### src/rtl/pp_unlock_pkg.sv
package pp_unlock_pkg;

  localparam int BYTE_W = 8;
  localparam int NIB_W  = 4;
  localparam int KEY_LEN = 7;
  localparam int CNT_W  = $clog2(KEY_LEN + 1);

  typedef enum logic [1:0] {
    PH_HUNT,
    PH_CMD,
    PH_STB_HI,
    PH_STB_LO
  } phase_t;

  typedef enum logic [1:0] {
    NIB_NONE,
    NIB_FIRST,
    NIB_SECOND,
    NIB_THIRD
  } nibSel_t;

  // Strobes from control to datapath
  typedef struct packed {
    logic    loadCmd;
    logic    commit;
    nibSel_t nibSel;
  } ctrlStrobes_t;

  // Unlock key, indexed by number of bytes already matched
  function automatic logic [BYTE_W-1:0] keyByte(input logic [CNT_W-1:0] idx);
    logic [BYTE_W-1:0] k;
    case (idx)
      3'd0:    k = 8'hFE;
      3'd1:    k = 8'hAA;
      3'd2:    k = 8'h55;
      3'd3:    k = 8'h00;
      3'd4:    k = 8'hFF;
      3'd5:    k = 8'h87;
      3'd6:    k = 8'h78;
      default: k = 8'hFE;
    endcase
    return k;
  endfunction

endpackage

### src/rtl/pp_unlock_datapath.sv
module pp_unlock_datapath
  import pp_unlock_pkg::*;
#(
  parameter int CTRL_W = 4,
  parameter int SYNC_STAGES = 2,
  parameter logic [3*NIB_W-1:0] IDENT_CODE = 12'hB5F,
  parameter logic [BYTE_W-1:0] CMD_CONNECT = 8'h20,
  parameter logic [BYTE_W-1:0] CMD_DISCONNECT = 8'h30,
  parameter logic [BYTE_W-1:0] CMD_NOP = 8'h00
) (
  input  logic              clk,
  input  logic              rstN,
  input  logic [BYTE_W-1:0] hostData,
  input  logic [CTRL_W-1:0] hostCtrl,
  input  ctrlStrobes_t      strobes,
  output logic              byteEvt,
  output logic [BYTE_W-1:0] byteVal,
  output logic              ctrlEvt,
  output logic [CTRL_W-1:0] ctrlVal,
  output logic              cmdKnown,
  output logic              cmdIsConnect,
  output logic [NIB_W-1:0]  statusNib,
  output logic              linkUp,
  output logic              cmdPulse
);

  localparam int LAST = SYNC_STAGES - 1;

  logic [BYTE_W-1:0] dSync [SYNC_STAGES];
  logic [CTRL_W-1:0] cSync [SYNC_STAGES];
  logic [BYTE_W-1:0] prevData;
  logic [CTRL_W-1:0] prevCtrl;
  logic [BYTE_W-1:0] cmdReg;

  // Synchroniser chains for the asynchronous host lines
  for (genvar s = 0; s < SYNC_STAGES; s++) begin : g_sync
    if (s == 0) begin : g_first
      always_ff @(posedge clk or negedge rstN) begin
        if (!rstN) begin
          dSync[0] <= '0;
          cSync[0] <= '0;
        end else begin
          dSync[0] <= hostData;
          cSync[0] <= hostCtrl;
        end
      end
    end else begin : g_next
      always_ff @(posedge clk or negedge rstN) begin
        if (!rstN) begin
          dSync[s] <= '0;
          cSync[s] <= '0;
        end else begin
          dSync[s] <= dSync[s-1];
          cSync[s] <= cSync[s-1];
        end
      end
    end
  end

  // Change detection: only a new value is an event
  always_ff @(posedge clk or negedge rstN) begin
    if (!rstN) begin
      prevData <= '0;
      prevCtrl <= '0;
    end else begin
      prevData <= dSync[LAST];
      prevCtrl <= cSync[LAST];
    end
  end

  assign byteVal = dSync[LAST];
  assign ctrlVal = cSync[LAST];
  assign byteEvt = (dSync[LAST] != prevData);
  assign ctrlEvt = (cSync[LAST] != prevCtrl);

  assign cmdKnown = (byteVal == CMD_CONNECT) || (byteVal == CMD_DISCONNECT) ||
                    (byteVal == CMD_NOP);
  assign cmdIsConnect = (cmdReg == CMD_CONNECT);

  // Command holding register
  always_ff @(posedge clk or negedge rstN) begin
    if (!rstN) begin
      cmdReg <= CMD_NOP;
    end else if (strobes.loadCmd) begin
      cmdReg <= byteVal;
    end
  end

  // Commit side: pulse and link flag
  always_ff @(posedge clk or negedge rstN) begin
    if (!rstN) begin
      cmdPulse <= 1'b0;
      linkUp   <= 1'b0;
    end else begin
      cmdPulse <= strobes.commit;
      if (strobes.commit) begin
        if (cmdReg == CMD_CONNECT) begin
          linkUp <= 1'b1;
        end else if (cmdReg == CMD_DISCONNECT) begin
          linkUp <= 1'b0;
        end
      end
    end
  end

  // Identity nibble presented on the status lines
  logic [NIB_W-1:0] nibNext;
  always_comb begin
    case (strobes.nibSel)
      NIB_FIRST:  nibNext = IDENT_CODE[3*NIB_W-1:2*NIB_W];
      NIB_SECOND: nibNext = IDENT_CODE[2*NIB_W-1:NIB_W];
      NIB_THIRD:  nibNext = IDENT_CODE[NIB_W-1:0];
      default:    nibNext = '0;
    endcase
  end

  always_ff @(posedge clk or negedge rstN) begin
    if (!rstN) begin
      statusNib <= '0;
    end else begin
      statusNib <= nibNext;
    end
  end

endmodule

### src/rtl/pp_unlock_ctrl.sv
module pp_unlock_ctrl
  import pp_unlock_pkg::*;
#(
  parameter int CTRL_W = 4,
  parameter logic [CTRL_W-1:0] CTRL_IDLE = 4'h4,
  parameter logic [CTRL_W-1:0] CTRL_STROBE = 4'h5
) (
  input  logic              clk,
  input  logic              rstN,
  input  logic              byteEvt,
  input  logic [BYTE_W-1:0] byteVal,
  input  logic              ctrlEvt,
  input  logic [CTRL_W-1:0] ctrlVal,
  input  logic              cmdKnown,
  input  logic              cmdIsConnect,
  output ctrlStrobes_t      strobes
);

  localparam logic [CNT_W-1:0] LAST_IDX  = CNT_W'(KEY_LEN - 1);
  localparam logic [CNT_W-1:0] FIRST_NIB = CNT_W'(KEY_LEN - 2);
  localparam logic [CNT_W-1:0] SECOND_NIB = CNT_W'(KEY_LEN - 1);
  localparam logic [CNT_W-1:0] ZERO_IDX  = '0;

  phase_t phase, phaseNext;
  logic [CNT_W-1:0] matchCnt, cntNext;
  logic [CNT_W-1:0] restartCnt;

  always_ff @(posedge clk or negedge rstN) begin
    if (!rstN) begin
      phase    <= PH_HUNT;
      matchCnt <= '0;
    end else begin
      phase    <= phaseNext;
      matchCnt <= cntNext;
    end
  end

  // A rejected byte equal to the first key byte starts a new attempt
  assign restartCnt = (byteVal == keyByte(ZERO_IDX)) ? CNT_W'(1) : '0;

  always_comb begin
    phaseNext       = phase;
    cntNext         = matchCnt;
    strobes.loadCmd = 1'b0;
    strobes.commit  = 1'b0;
    strobes.nibSel  = NIB_NONE;

    case (phase)
      PH_HUNT: begin
        if (byteEvt) begin
          if (byteVal == keyByte(matchCnt)) begin
            if (matchCnt == LAST_IDX) begin
              phaseNext = PH_CMD;
              cntNext   = '0;
            end else begin
              cntNext = matchCnt + 1'b1;
            end
          end else begin
            cntNext = restartCnt;
          end
        end
      end

      PH_CMD: begin
        if (byteEvt) begin
          if (cmdKnown) begin
            strobes.loadCmd = 1'b1;
            phaseNext       = PH_STB_HI;
          end else begin
            phaseNext = PH_HUNT;
            cntNext   = restartCnt;
          end
        end
      end

      PH_STB_HI: begin
        if (byteEvt) begin
          phaseNext = PH_HUNT;
          cntNext   = restartCnt;
        end else if (ctrlEvt) begin
          if (ctrlVal == CTRL_STROBE) begin
            phaseNext = PH_STB_LO;
          end else if (ctrlVal != CTRL_IDLE) begin
            phaseNext = PH_HUNT;
            cntNext   = '0;
          end
        end
      end

      PH_STB_LO: begin
        if (byteEvt) begin
          phaseNext = PH_HUNT;
          cntNext   = restartCnt;
        end else if (ctrlEvt) begin
          phaseNext = PH_HUNT;
          cntNext   = '0;
          if (ctrlVal == CTRL_IDLE) begin
            strobes.commit = 1'b1;
          end
        end
      end

      default: begin
        phaseNext = PH_HUNT;
        cntNext   = '0;
      end
    endcase

    // Nibble selection follows the current position in the pattern
    if (phase == PH_HUNT && matchCnt == FIRST_NIB) begin
      strobes.nibSel = NIB_FIRST;
    end else if (phase == PH_HUNT && matchCnt == SECOND_NIB) begin
      strobes.nibSel = NIB_SECOND;
    end else if (phase == PH_STB_LO && cmdIsConnect) begin
      strobes.nibSel = NIB_THIRD;
    end
  end

endmodule

### src/rtl/pp_unlock_detect.sv
module pp_unlock_detect
  import pp_unlock_pkg::*;
#(
  parameter int SYNC_STAGES = 2,
  parameter logic [11:0] IDENT_CODE = 12'hB5F,
  parameter logic [7:0] CMD_CONNECT = 8'h20,
  parameter logic [7:0] CMD_DISCONNECT = 8'h30,
  parameter logic [7:0] CMD_NOP = 8'h00,
  parameter logic [3:0] CTRL_IDLE = 4'h4,
  parameter logic [3:0] CTRL_STROBE = 4'h5
) (
  input  logic       clk,
  input  logic       rstN,
  input  logic [7:0] hostData,
  input  logic [3:0] hostCtrl,
  output logic [3:0] statusNib,
  output logic       linkUp,
  output logic       cmdPulse
);

  localparam int CTRL_W = 4;

  ctrlStrobes_t      strobes;
  logic              byteEvt;
  logic [BYTE_W-1:0] byteVal;
  logic              ctrlEvt;
  logic [CTRL_W-1:0] ctrlVal;
  logic              cmdKnown;
  logic              cmdIsConnect;

  pp_unlock_ctrl #(
    .CTRL_W      (CTRL_W),
    .CTRL_IDLE   (CTRL_IDLE),
    .CTRL_STROBE (CTRL_STROBE)
  ) u_ctrl (
    .clk          (clk),
    .rstN         (rstN),
    .byteEvt      (byteEvt),
    .byteVal      (byteVal),
    .ctrlEvt      (ctrlEvt),
    .ctrlVal      (ctrlVal),
    .cmdKnown     (cmdKnown),
    .cmdIsConnect (cmdIsConnect),
    .strobes      (strobes)
  );

  pp_unlock_datapath #(
    .CTRL_W         (CTRL_W),
    .SYNC_STAGES    (SYNC_STAGES),
    .IDENT_CODE     (IDENT_CODE),
    .CMD_CONNECT    (CMD_CONNECT),
    .CMD_DISCONNECT (CMD_DISCONNECT),
    .CMD_NOP        (CMD_NOP)
  ) u_dp (
    .clk          (clk),
    .rstN         (rstN),
    .hostData     (hostData),
    .hostCtrl     (hostCtrl),
    .strobes      (strobes),
    .byteEvt      (byteEvt),
    .byteVal      (byteVal),
    .ctrlEvt      (ctrlEvt),
    .ctrlVal      (ctrlVal),
    .cmdKnown     (cmdKnown),
    .cmdIsConnect (cmdIsConnect),
    .statusNib    (statusNib),
    .linkUp       (linkUp),
    .cmdPulse     (cmdPulse)
  );

endmodule

### config.mk
export PLATFORM = sky130hd
export DESIGN_NAME = pp_unlock_detect
export DESIGN_NICKNAME = d
export VERILOG_FILES = /design/src/rtl/pp_unlock_pkg.sv /design/src/rtl/pp_unlock_datapath.sv /design/src/rtl/pp_unlock_ctrl.sv /design/src/rtl/pp_unlock_detect.sv
export SDC_FILE = /design/constraint.sdc
export NUM_CORES = 1
export LEC_CHECK = 0
export BUFFER_PORTS_ARGS = -buffer_cell sky130_fd_sc_hd__buf_2
export CAP_MARGIN = 5
export CORE_ASPECT_RATIO = 1.25
export CORE_MARGIN = 2
export CORE_UTILIZATION = 53
export DETAILED_ROUTE_END_ITERATION = 16
export PLACE_DENSITY = 0.83
export SYNTH_ARGS = -nofsm -noshare
export SYNTH_HDL_FRONTEND = slang
export SYNTH_SLANG_ARGS = --single-unit
### constraint.sdc
create_clock -name clk -period 2.3 [get_ports clk]
set_input_delay 0.575 -clock clk [delete_from_list [all_inputs] [get_ports clk]]
set_output_delay 0.575 -clock clk [all_outputs]
set_load 0.01 [all_outputs]
==> load_flow_metrics.sql, run 1 <==
INSERT INTO impl_metrics (metric_group, metric, value, unit) VALUES
('status', 'outcome', 'complete, no violations', ''),
('final_layout', 'post-route-util', '62.3', '%'),
('route', 'vias', '1368', ''),
('sta', 'setup_total_negative_slack', '0', 'ns'),
('synth', 'syn-mean-instance-area', '12.7', 'µm²'),
('pwr', 'worst_ir_drop_vdd', '0.554', 'mV'),
('final_layout', 'layout-area-overhead-vs-synth', '11.7', '%'),
('sta', 'min_period', '2.09', 'ns'),
('synth', 'ys.warnings.count', '0', ''),
('synth', 'syn-num-nets', '183', ''),
('global_route', 'antenna_found_initial', '0', ''),
('synth', 'ys_types', '48', ''),
('die', 'design.core.area', '0.00385', 'mm²'),
('placement', 'routability_driven_placement_congestion_ratio', '0.883', ''),
('sta', 'rsz0062_at_grt', 'false', ''),
('global_route', 'globalRoute.totalOverflow', '0', ''),
('pwr', 'switching_power', '394', 'µW'),
('route', 'firstDrtPassIters', '4', ''),
('placement', 'dp.final_hpwl', '2.43', 'mm'),
('pwr', 'static-leakage-power', '1.06', 'nW'),
('route', 'routed_via_density', '5.58', ''),
('worst_setup_path', 'endpoint', 'u_ctrl.matchCnt[1]$_DFFE_PN0P_', ''),
('pwr', 'pwr_density_cell', '681', 'mW/mm²'),
('clock_tree', 'clk-insertion-delay-late', '0.31', 'ns'),
('worst_setup_path', 'worstSetupStartpointType', 'register', ''),
('job', 'maxCapViolations', '0', ''),
('pwr', 'p_seq_share', '61.7', '%'),
('sta', 'worst_slew_margin_rel', '64.0', '%'),
('hold_path', 'hold_class', 'in2async', ''),
('synth', 'yosys_register_bits', '54', ''),
('die', 'die-height', '75.2', 'µm'),
('worst_setup_path', 'worst_r2r_endpoint', 'u_ctrl.matchCnt[1]$_DFFE_PN0P_', ''),
('worst_setup_path', 'worst-path-buf-inv', '0', ''),
('placement', 'place.detailed.instances', '237', ''),
('synth', 'syn_inst', '169', ''),
('die', 'chipWidth', '60.9', 'µm'),
('final_layout', 'instances_no_fill', '245', ''),
('worst_setup_path', 'cp_num_cells', '6', ''),
('route', 'detail_route.wl_per_cell', '13.9', 'µm'),
('sta', 'fin_worst_skew', '0.00477', 'ns'),
('synth', 'sequential_element_share_of_the_synthesized_area', '62.9', '%'),
('worst_setup_path', 'endpoint_kind', 'register', ''),
('final_layout', 'final_nets', '204', ''),
('final_layout', 'ratio_of_cells_with_drive_above_1_in_the_final_layout', '22.0', '%'),
('route', 'drc', '0', ''),
('synth', 'synth.cell_area', '0.00215', 'mm²'),
('global_route', 'number_of_global_route_vias_before_repair', '1312', ''),
('die', 'num_io_pins', '20', ''),
('synth', 'synth.largest_area_cell', 'sky130_fd_sc_hd__dfrtp_1', ''),
('pwr', 'cell_internal_pwr', '1.24', 'mW'),
('worst_setup_path', 'worst_path_largest_cell_delay', '0.57', 'ns'),
('sta', 'fmax', '480', 'MHz'),
('clock_tree', 'clkSlewWorstSetupHoldPaths', '0.10', 'ns'),
('route', 'finalWirelength', '3.41', 'mm'),
('route', 'drtAntennaViolNets', '0', ''),
('sta', 'timing.final.setup_violations', '0', ''),
('worst_setup_path', 'crit_path_top_delay_cell', 'sky130_fd_sc_hd__or4_1', ''),
('clock_tree', 'holdBufCountCts', '0', ''),
('worst_setup_path', 'critPathRequiredTime', '2.55', 'ns'),
('clock_tree', 'post_cts.resized_instances', '0', ''),
('clock_tree', 'cts.sink_count', '54', ''),
('final_layout', 'mostFrequentLayoutCells', '53 x sky130_fd_sc_hd__dfrtp_1, 19 x sky130_fd_sc_hd__buf_2, 12 x sky130_fd_sc_hd__xor2_1', ''),
('pwr', 'total_power', '1.63', 'mW'),
('synth', 'edff_count_synth', '0', ''),
('clock_tree', 'cts.repair_timing.setup_buffer_count', '0', ''),
('pwr', 'switching_share_of_total_power', '24.1', '%'),
('worst_setup_path', 'timing_worst_setup_path_type', 'reg2reg', ''),
('sta', 'drv_slew', '0', ''),
('final_layout', 'diode_insertion_count_for_antenna_repair', '0', ''),
('route', 'detail_route.iter0.violations', '70', ''),
('synth', 'synth_top_flop_cell', 'sky130_fd_sc_hd__dfrtp_1', '');
-- per-layer routing --
layer | up-vias | GRT usage (%) | wire length, µm
li1 | 644 | - | -
met3 | 9 | 4.81 | 173
met1 | 660 | 20.4 | 1410
met2 | 55 | 29.2 | 1710
met5 | - | 0 | 0
met4 | 0 | 8.94 | 116
-- synthesized netlist by cell type (2+ instances only) --
cell type	n
sky130_fd_sc_hd__a31oi_1	3
sky130_fd_sc_hd__buf_2	5
sky130_fd_sc_hd__a21oi_1	8
sky130_fd_sc_hd__a21boi_1	2
sky130_fd_sc_hd__mux2i_1	2
sky130_fd_sc_hd__nand3_1	5
sky130_fd_sc_hd__inv_1	4
sky130_fd_sc_hd__dfrtp_1	54
sky130_fd_sc_hd__and4_1	2
sky130_fd_sc_hd__nor4_4	2
sky130_fd_sc_hd__nor4_1	2
sky130_fd_sc_hd__nand2_1	7
sky130_fd_sc_hd__xor2_1	12
sky130_fd_sc_hd__nor2_1	8
sky130_fd_sc_hd__a211oi_1	2
sky130_fd_sc_hd__nor2b_1	9
sky130_fd_sc_hd__o21ai_0	6
sky130_fd_sc_hd__nand4_1	4
sky130_fd_sc_hd__nor3_1	3
-- power groups by stage --
stage | logic, mW | clock network, mW | registers (mW)
finish | 0.0783 | 0.547 | 1.01
global placement | 0.0767 | 0 | 1.02
global route | 0.0876 | 0.591 | 1.01
floorplan | 0.0434 | 0 | 1.02
CTS | 0.0800 | 0.564 | 1.01
detailed placement | 0.0794 | 0 | 1.03
-- registers in the layout (all words and copies together) (netlist names) --
register         cells
u_dp.byteVal         8
u_dp.cmdReg          8
u_dp.dSync           8
u_dp.prevData        8
u_dp.cSync           4
u_dp.ctrlVal         4
u_dp.prevCtrl        4
u_ctrl.matchCnt      3
u_dp.statusNib       3
u_ctrl.phase         2
u_dp.cmdPulse        1
u_dp.linkUp          1
-- how the worst min path moves through the flow --
stage | cells past startpoint | end | slack [ns] | startpoint
floorplan | 0 | u_ctrl.matchCnt[0]$_DFFE_PN0P_ | 0.28 | rstN
global placement | 0 | u_dp.byteVal[1]$_DFF_PN0_ | 0.33 | u_dp.dSync[9]$_DFF_PN0_
detailed placement | 0 | u_dp.byteVal[6]$_DFF_PN0_ | 0.34 | u_dp.dSync[14]$_DFF_PN0_
CTS | 1 | u_ctrl.matchCnt[2]$_DFFE_PN0P_ | 0.24 | rstN
global route | 1 | u_dp.prevCtrl[0]$_DFF_PN0_ | 0.27 | rstN
finish | 1 | u_dp.statusNib[0]$_DFF_PN0_ | 0.23 | rstN
-- kinds of logic (layout without fill, tap and decap cells) --
logic type / Yosys count / count (layout) / share of synthesized area [%]
compound gates: 32 / 32 / 10.6
xor+xnor: 13 / 13 / 5.30
buf+inv: 13 / 35 / 3.15
flops: 54 / 54 / 62.9
mux: 3 / 3 / 1.46
simple gates: 54 / 54 / 16.6
-- final cells by class --
type	count	area, µm²
Fill cell	310	1450
Inverter	4	15.0
Tap cell	54	67.6
Clock inverter	3	27.5
Clock buffer	5	68.8
Timing Repair Buffer	23	138
Sequential cell	54	1350
Multi-Input combinational cell	102	728
-- per-stage QoR --
| step | cell area (µm²) | worst slack [ns] | hold WS [ns] |
|---|---|---|---|
| 6_report | 2400 | 0.215 | 0.228 |
| 4_1_cts | 2400 | 0.144 | 0.237 |
| 2_1_floorplan | 2150 | 0.458 | 0.279 |
| 3_5_place_dp | 2300 | 0.163 | 0.336 |
| 3_3_place_gp | 2300 | 0.302 | 0.333 |
| 5_1_grt | 2400 | 0.0606 | 0.269 |
No activity file was read; power rests on OpenSTA's default activity.
==> run 2, diff against run 1 <==
--- a/config.mk
+++ b/config.mk
@@ -5,6 +5,7 @@
 export SDC_FILE = /design/constraint.sdc
 export NUM_CORES = 1
 export LEC_CHECK = 0
+export ABC_AREA = 1
 export BUFFER_PORTS_ARGS = -buffer_cell sky130_fd_sc_hd__buf_2
 export CAP_MARGIN = 5
 export CORE_ASPECT_RATIO = 1.25
==> load_flow_metrics.sql, run 2 <==
INSERT INTO impl_metrics (metric_group, metric, value, unit) VALUES
('status', 'outcome', 'complete, no violations', ''),
('clock_tree', 'post_cts.resized_instances', '0', ''),
('global_route', 'globalRoute.totalOverflow', '0', ''),
('worst_setup_path', 'timing.reg2reg.worst_path_depth', '12', ''),
('sta', 'drv_slew', '0', ''),
('synth', 'synth.area.top_cells', 'sky130_fd_sc_hd__dfrtp_1 60%, sky130_fd_sc_hd__nand2_1 12%, sky130_fd_sc_hd__inv_1 5.0%, sky130_fd_sc_hd__nor2_1 4.7%, sky130_fd_sc_hd__nand3_1 4.2%', ''),
('die', 'chipWidth', '62.2', 'µm'),
('sta', 'worstMarginPinSlew', '0.632', 'ns'),
('placement', 'buffer_ports.inserted', '19', ''),
('synth', 'synth.largest_area_cell', 'sky130_fd_sc_hd__dfrtp_1', ''),
('route', 'finalWirelength', '3.81', 'mm'),
('synth', 'syn_inst', '253', ''),
('pwr', 'worst_ir_drop_vdd', '0.423', 'mV'),
('synth', 'syn-num-nets', '267', ''),
('die', 'num_io_pins', '20', ''),
('worst_setup_path', 'r2r_start', 'u_dp.byteVal[2]$_DFF_PN0_', ''),
('worst_setup_path', 'worstSetupStartpointType', 'register', ''),
('synth', 'yosys_register_bits', '54', ''),
('die', 'die_area', '0.00477', 'mm²'),
('final_layout', 'most_frequent_standard_cell_in_the_layout_excluding_fill_and_tap_cells', 'sky130_fd_sc_hd__nand2_1', ''),
('die', 'design.core.area', '0.00407', 'mm²'),
('hold_path', 'hold_class', 'reg2reg', ''),
('worst_setup_path', 'worstPathMaxFanout', '6', ''),
('clock_tree', 'cts.sink_count', '54', ''),
('clock_tree', 'cts_tree', 'built', ''),
('die', 'placementRows', '26', ''),
('synth', 'edff_count_synth', '0', ''),
('clock_tree', 'clkSlewWorstSetupHoldPaths', '0.09', 'ns'),
('worst_setup_path', 'timing_worst_setup_path_type', 'reg2reg', ''),
('final_layout', 'layout-area-overhead-vs-synth', '11.6', '%'),
('synth', 'syn-mean-instance-area', '8.87', 'µm²'),
('final_layout', 'ratio_of_cells_with_drive_above_1_in_the_final_layout', '16.1', '%'),
('synth', 'synth_top_cells_by_count', '73 x sky130_fd_sc_hd__nand2_1, 54 x sky130_fd_sc_hd__dfrtp_1, 30 x sky130_fd_sc_hd__inv_1', ''),
('synth', 'ys_types', '21', ''),
('sta', 'fin_worst_skew', '0.00732', 'ns'),
('route', 'drtAntennaViolNets', '0', ''),
('clock_tree', 'holdBufCountCts', '0', ''),
('final_layout', 'diode_insertion_count_for_antenna_repair', '0', ''),
('global_route', 'grt_first_pass_wirelength', '6.72', 'mm'),
('clock_tree', 'cts.path.max_buffers', '2', ''),
('sta', 'final-hold-violation-count', '0', ''),
('sta', 'fin_worst_hold_slack', '0.347', 'ns'),
('global_route', 'grtUsageTotal', '18.0', '%'),
('route', 'drc', '0', ''),
('job', 'maxCapViolations', '0', ''),
('sta', 'fmax', '606', 'MHz'),
('route', 'vias', '1685', ''),
('sta', 'worst_slew_margin_rel', '57.9', '%'),
('global_route', 'grt_max_degree', '55', ''),
('sta', 'fin_crit_sh', '71.8', '%'),
('die', 'die-height', '76.7', 'µm'),
('clock_tree', 'htreeDepth', '2', ''),
('clock_tree', 'cts.repair_timing.setup_buffer_count', '0', ''),
('route', 'detail_route.iter0.violations', '115', ''),
('global_route', 'number_of_global_route_vias_before_repair', '1617', ''),
('synth', 'sequential_element_share_of_the_synthesized_area', '60.2', '%'),
('route', 'firstDrtPassIters', '4', ''),
('synth', 'post_synth_arst_share', '100', '%'),
('clock_tree', 'cts_made_buffers', '5', ''),
('synth', 'ys.warnings.count', '0', ''),
('synth', 'post-synth-top-area-fraction', '60.2', '%'),
('worst_setup_path', 'critPathRequiredTime', '2.54', 'ns'),
('synth', 'synthMostInstantiatedCell', 'sky130_fd_sc_hd__nand2_1', ''),
('placement', 'dp.final_hpwl', '2.78', 'mm'),
('synth', 'synth_top_flop_cell', 'sky130_fd_sc_hd__dfrtp_1', ''),
('worst_setup_path', 'critPathArrivalTime', '1.89', 'ns'),
('synth', 'synth.cell_area', '0.00224', 'mm²'),
('pwr', 'pwr_density_cell', '655', 'mW/mm²'),
('placement', 'routability_driven_placement_congestion_ratio', '0.912', ''),
('sta', 'timing.final.setup_violations', '0', ''),
('pwr', 'static-leakage-power', '1.31', 'nW'),
('hold_path', 'min_delay_path_depth', '0', ''),
('route', 'detail_route.wl_per_cell', '11.3', 'µm'),
('sta', 'rsz0062_at_grt', 'false', ''),
('global_route', 'antenna_found_initial', '0', ''),
('sta', 'min_period', '1.65', 'ns'),
('clock_tree', 'clockRootBuffer', 'sky130_fd_sc_hd__clkbuf_8', ''),
('route', 'routed_via_density', '5.01', ''),
('clock_tree', 'clk-insertion-delay-late', '0.31', 'ns'),
('sta', 'setup_total_negative_slack', '0', 'ns'),
('hold_path', 'worst_min_path_start', 'u_dp.dSync[10]$_DFF_PN0_', ''),
('final_layout', 'mostFrequentLayoutCells', '73 x sky130_fd_sc_hd__nand2_1, 54 x sky130_fd_sc_hd__dfrtp_1, 30 x sky130_fd_sc_hd__inv_1', ''),
('die', 'floorplan.initialDensity', '55.2', '%'),
('worst_setup_path', 'crit_start', 'u_dp.byteVal[2]$_DFF_PN0_', ''),
('final_layout', 'final_nets', '293', ''),
('worst_setup_path', 'endpoint_kind', 'register', '');
-- run 2: kinds of logic after synthesis --
| family | share of synthesized area [%] |
|---|---|
| AND/OR/NAND/NOR | 28.8 |
| flip-flops | 60.2 |
| AO/OA/AOI/OAI | 2.40 |
| XOR/XNOR | 2.34 |
| buffers and inverters | 6.19 |
-- run 2: per-layer routing --
metal | share of wire (%) | track usage [%] | up-vias
li1 | - | - | 840
met1 | 41 | 20.7 | 791
met2 | 53 | 31.5 | 46
met3 | 4.6 | 3.23 | 8
met4 | 2.0 | 10.4 | 0
met5 | 0 | 0 | -
-- run 2: power by group --
group,internal (mW),switching (mW),leakage (nW)
registers,0.981,0.0246,0.671
logic,0.0321,0.0591,0.593
clock network,0.249,0.295,0.0489
-- run 2: through the flow --
stage	area, µm²	util (%)	worst slack, ns	std cells	power (mW)
after global routing	2500	61.6	0.434	336	1.72
after global placement	2410	59.2	0.693	328	1.11
after floorplan	2240	-	0.917	253	1.07
after CTS	2500	61.6	0.655	336	1.66
after detailed placement	2410	59.2	0.657	328	1.12
final	2500	61.6	0.650	336	1.64
-- run 2: cell type report --
cell class | count | area [µm²]
clock buffers | 7 | 86.3
flip-flops and latches | 54 | 1350
repair buffers | 20 | 103
inverters | 35 | 131
well taps | 56 | 70.1
clock inverters | 1 | 8.76
fillers | 344 | 1560
multi-input cells | 163 | 753
-- run 2: worst paths after layout --
path                                                to  slack [ns]
max                        u_ctrl.phase[0]$_DFFE_PN0P_        0.65
min                          u_dp.byteVal[2]$_DFF_PN0_        0.35
max reg2reg                u_ctrl.phase[0]$_DFFE_PN0P_        0.65
min reg2reg                  u_dp.byteVal[2]$_DFF_PN0_        0.35
max in group asynchronous      u_dp.dSync[9]$_DFF_PN0_        1.51
min in group asynchronous  u_ctrl.phase[0]$_DFFE_PN0P_        0.36
-- run 2: critical path, stage by stage (launching register included) --
cell                      delay (ns)
sky130_fd_sc_hd__dfrtp_1        0.46
sky130_fd_sc_hd__inv_2          0.08
sky130_fd_sc_hd__nand2_1        0.06
sky130_fd_sc_hd__nand2_1        0.07
sky130_fd_sc_hd__nor2_1         0.17
sky130_fd_sc_hd__nand2_1        0.10
sky130_fd_sc_hd__nor2_2         0.19
sky130_fd_sc_hd__nand2_1        0.08
sky130_fd_sc_hd__nand2_2        0.09
sky130_fd_sc_hd__inv_2          0.05
sky130_fd_sc_hd__nand3_1        0.06
sky130_fd_sc_hd__o21ai_1        0.06
sky130_fd_sc_hd__nor2_1         0.10
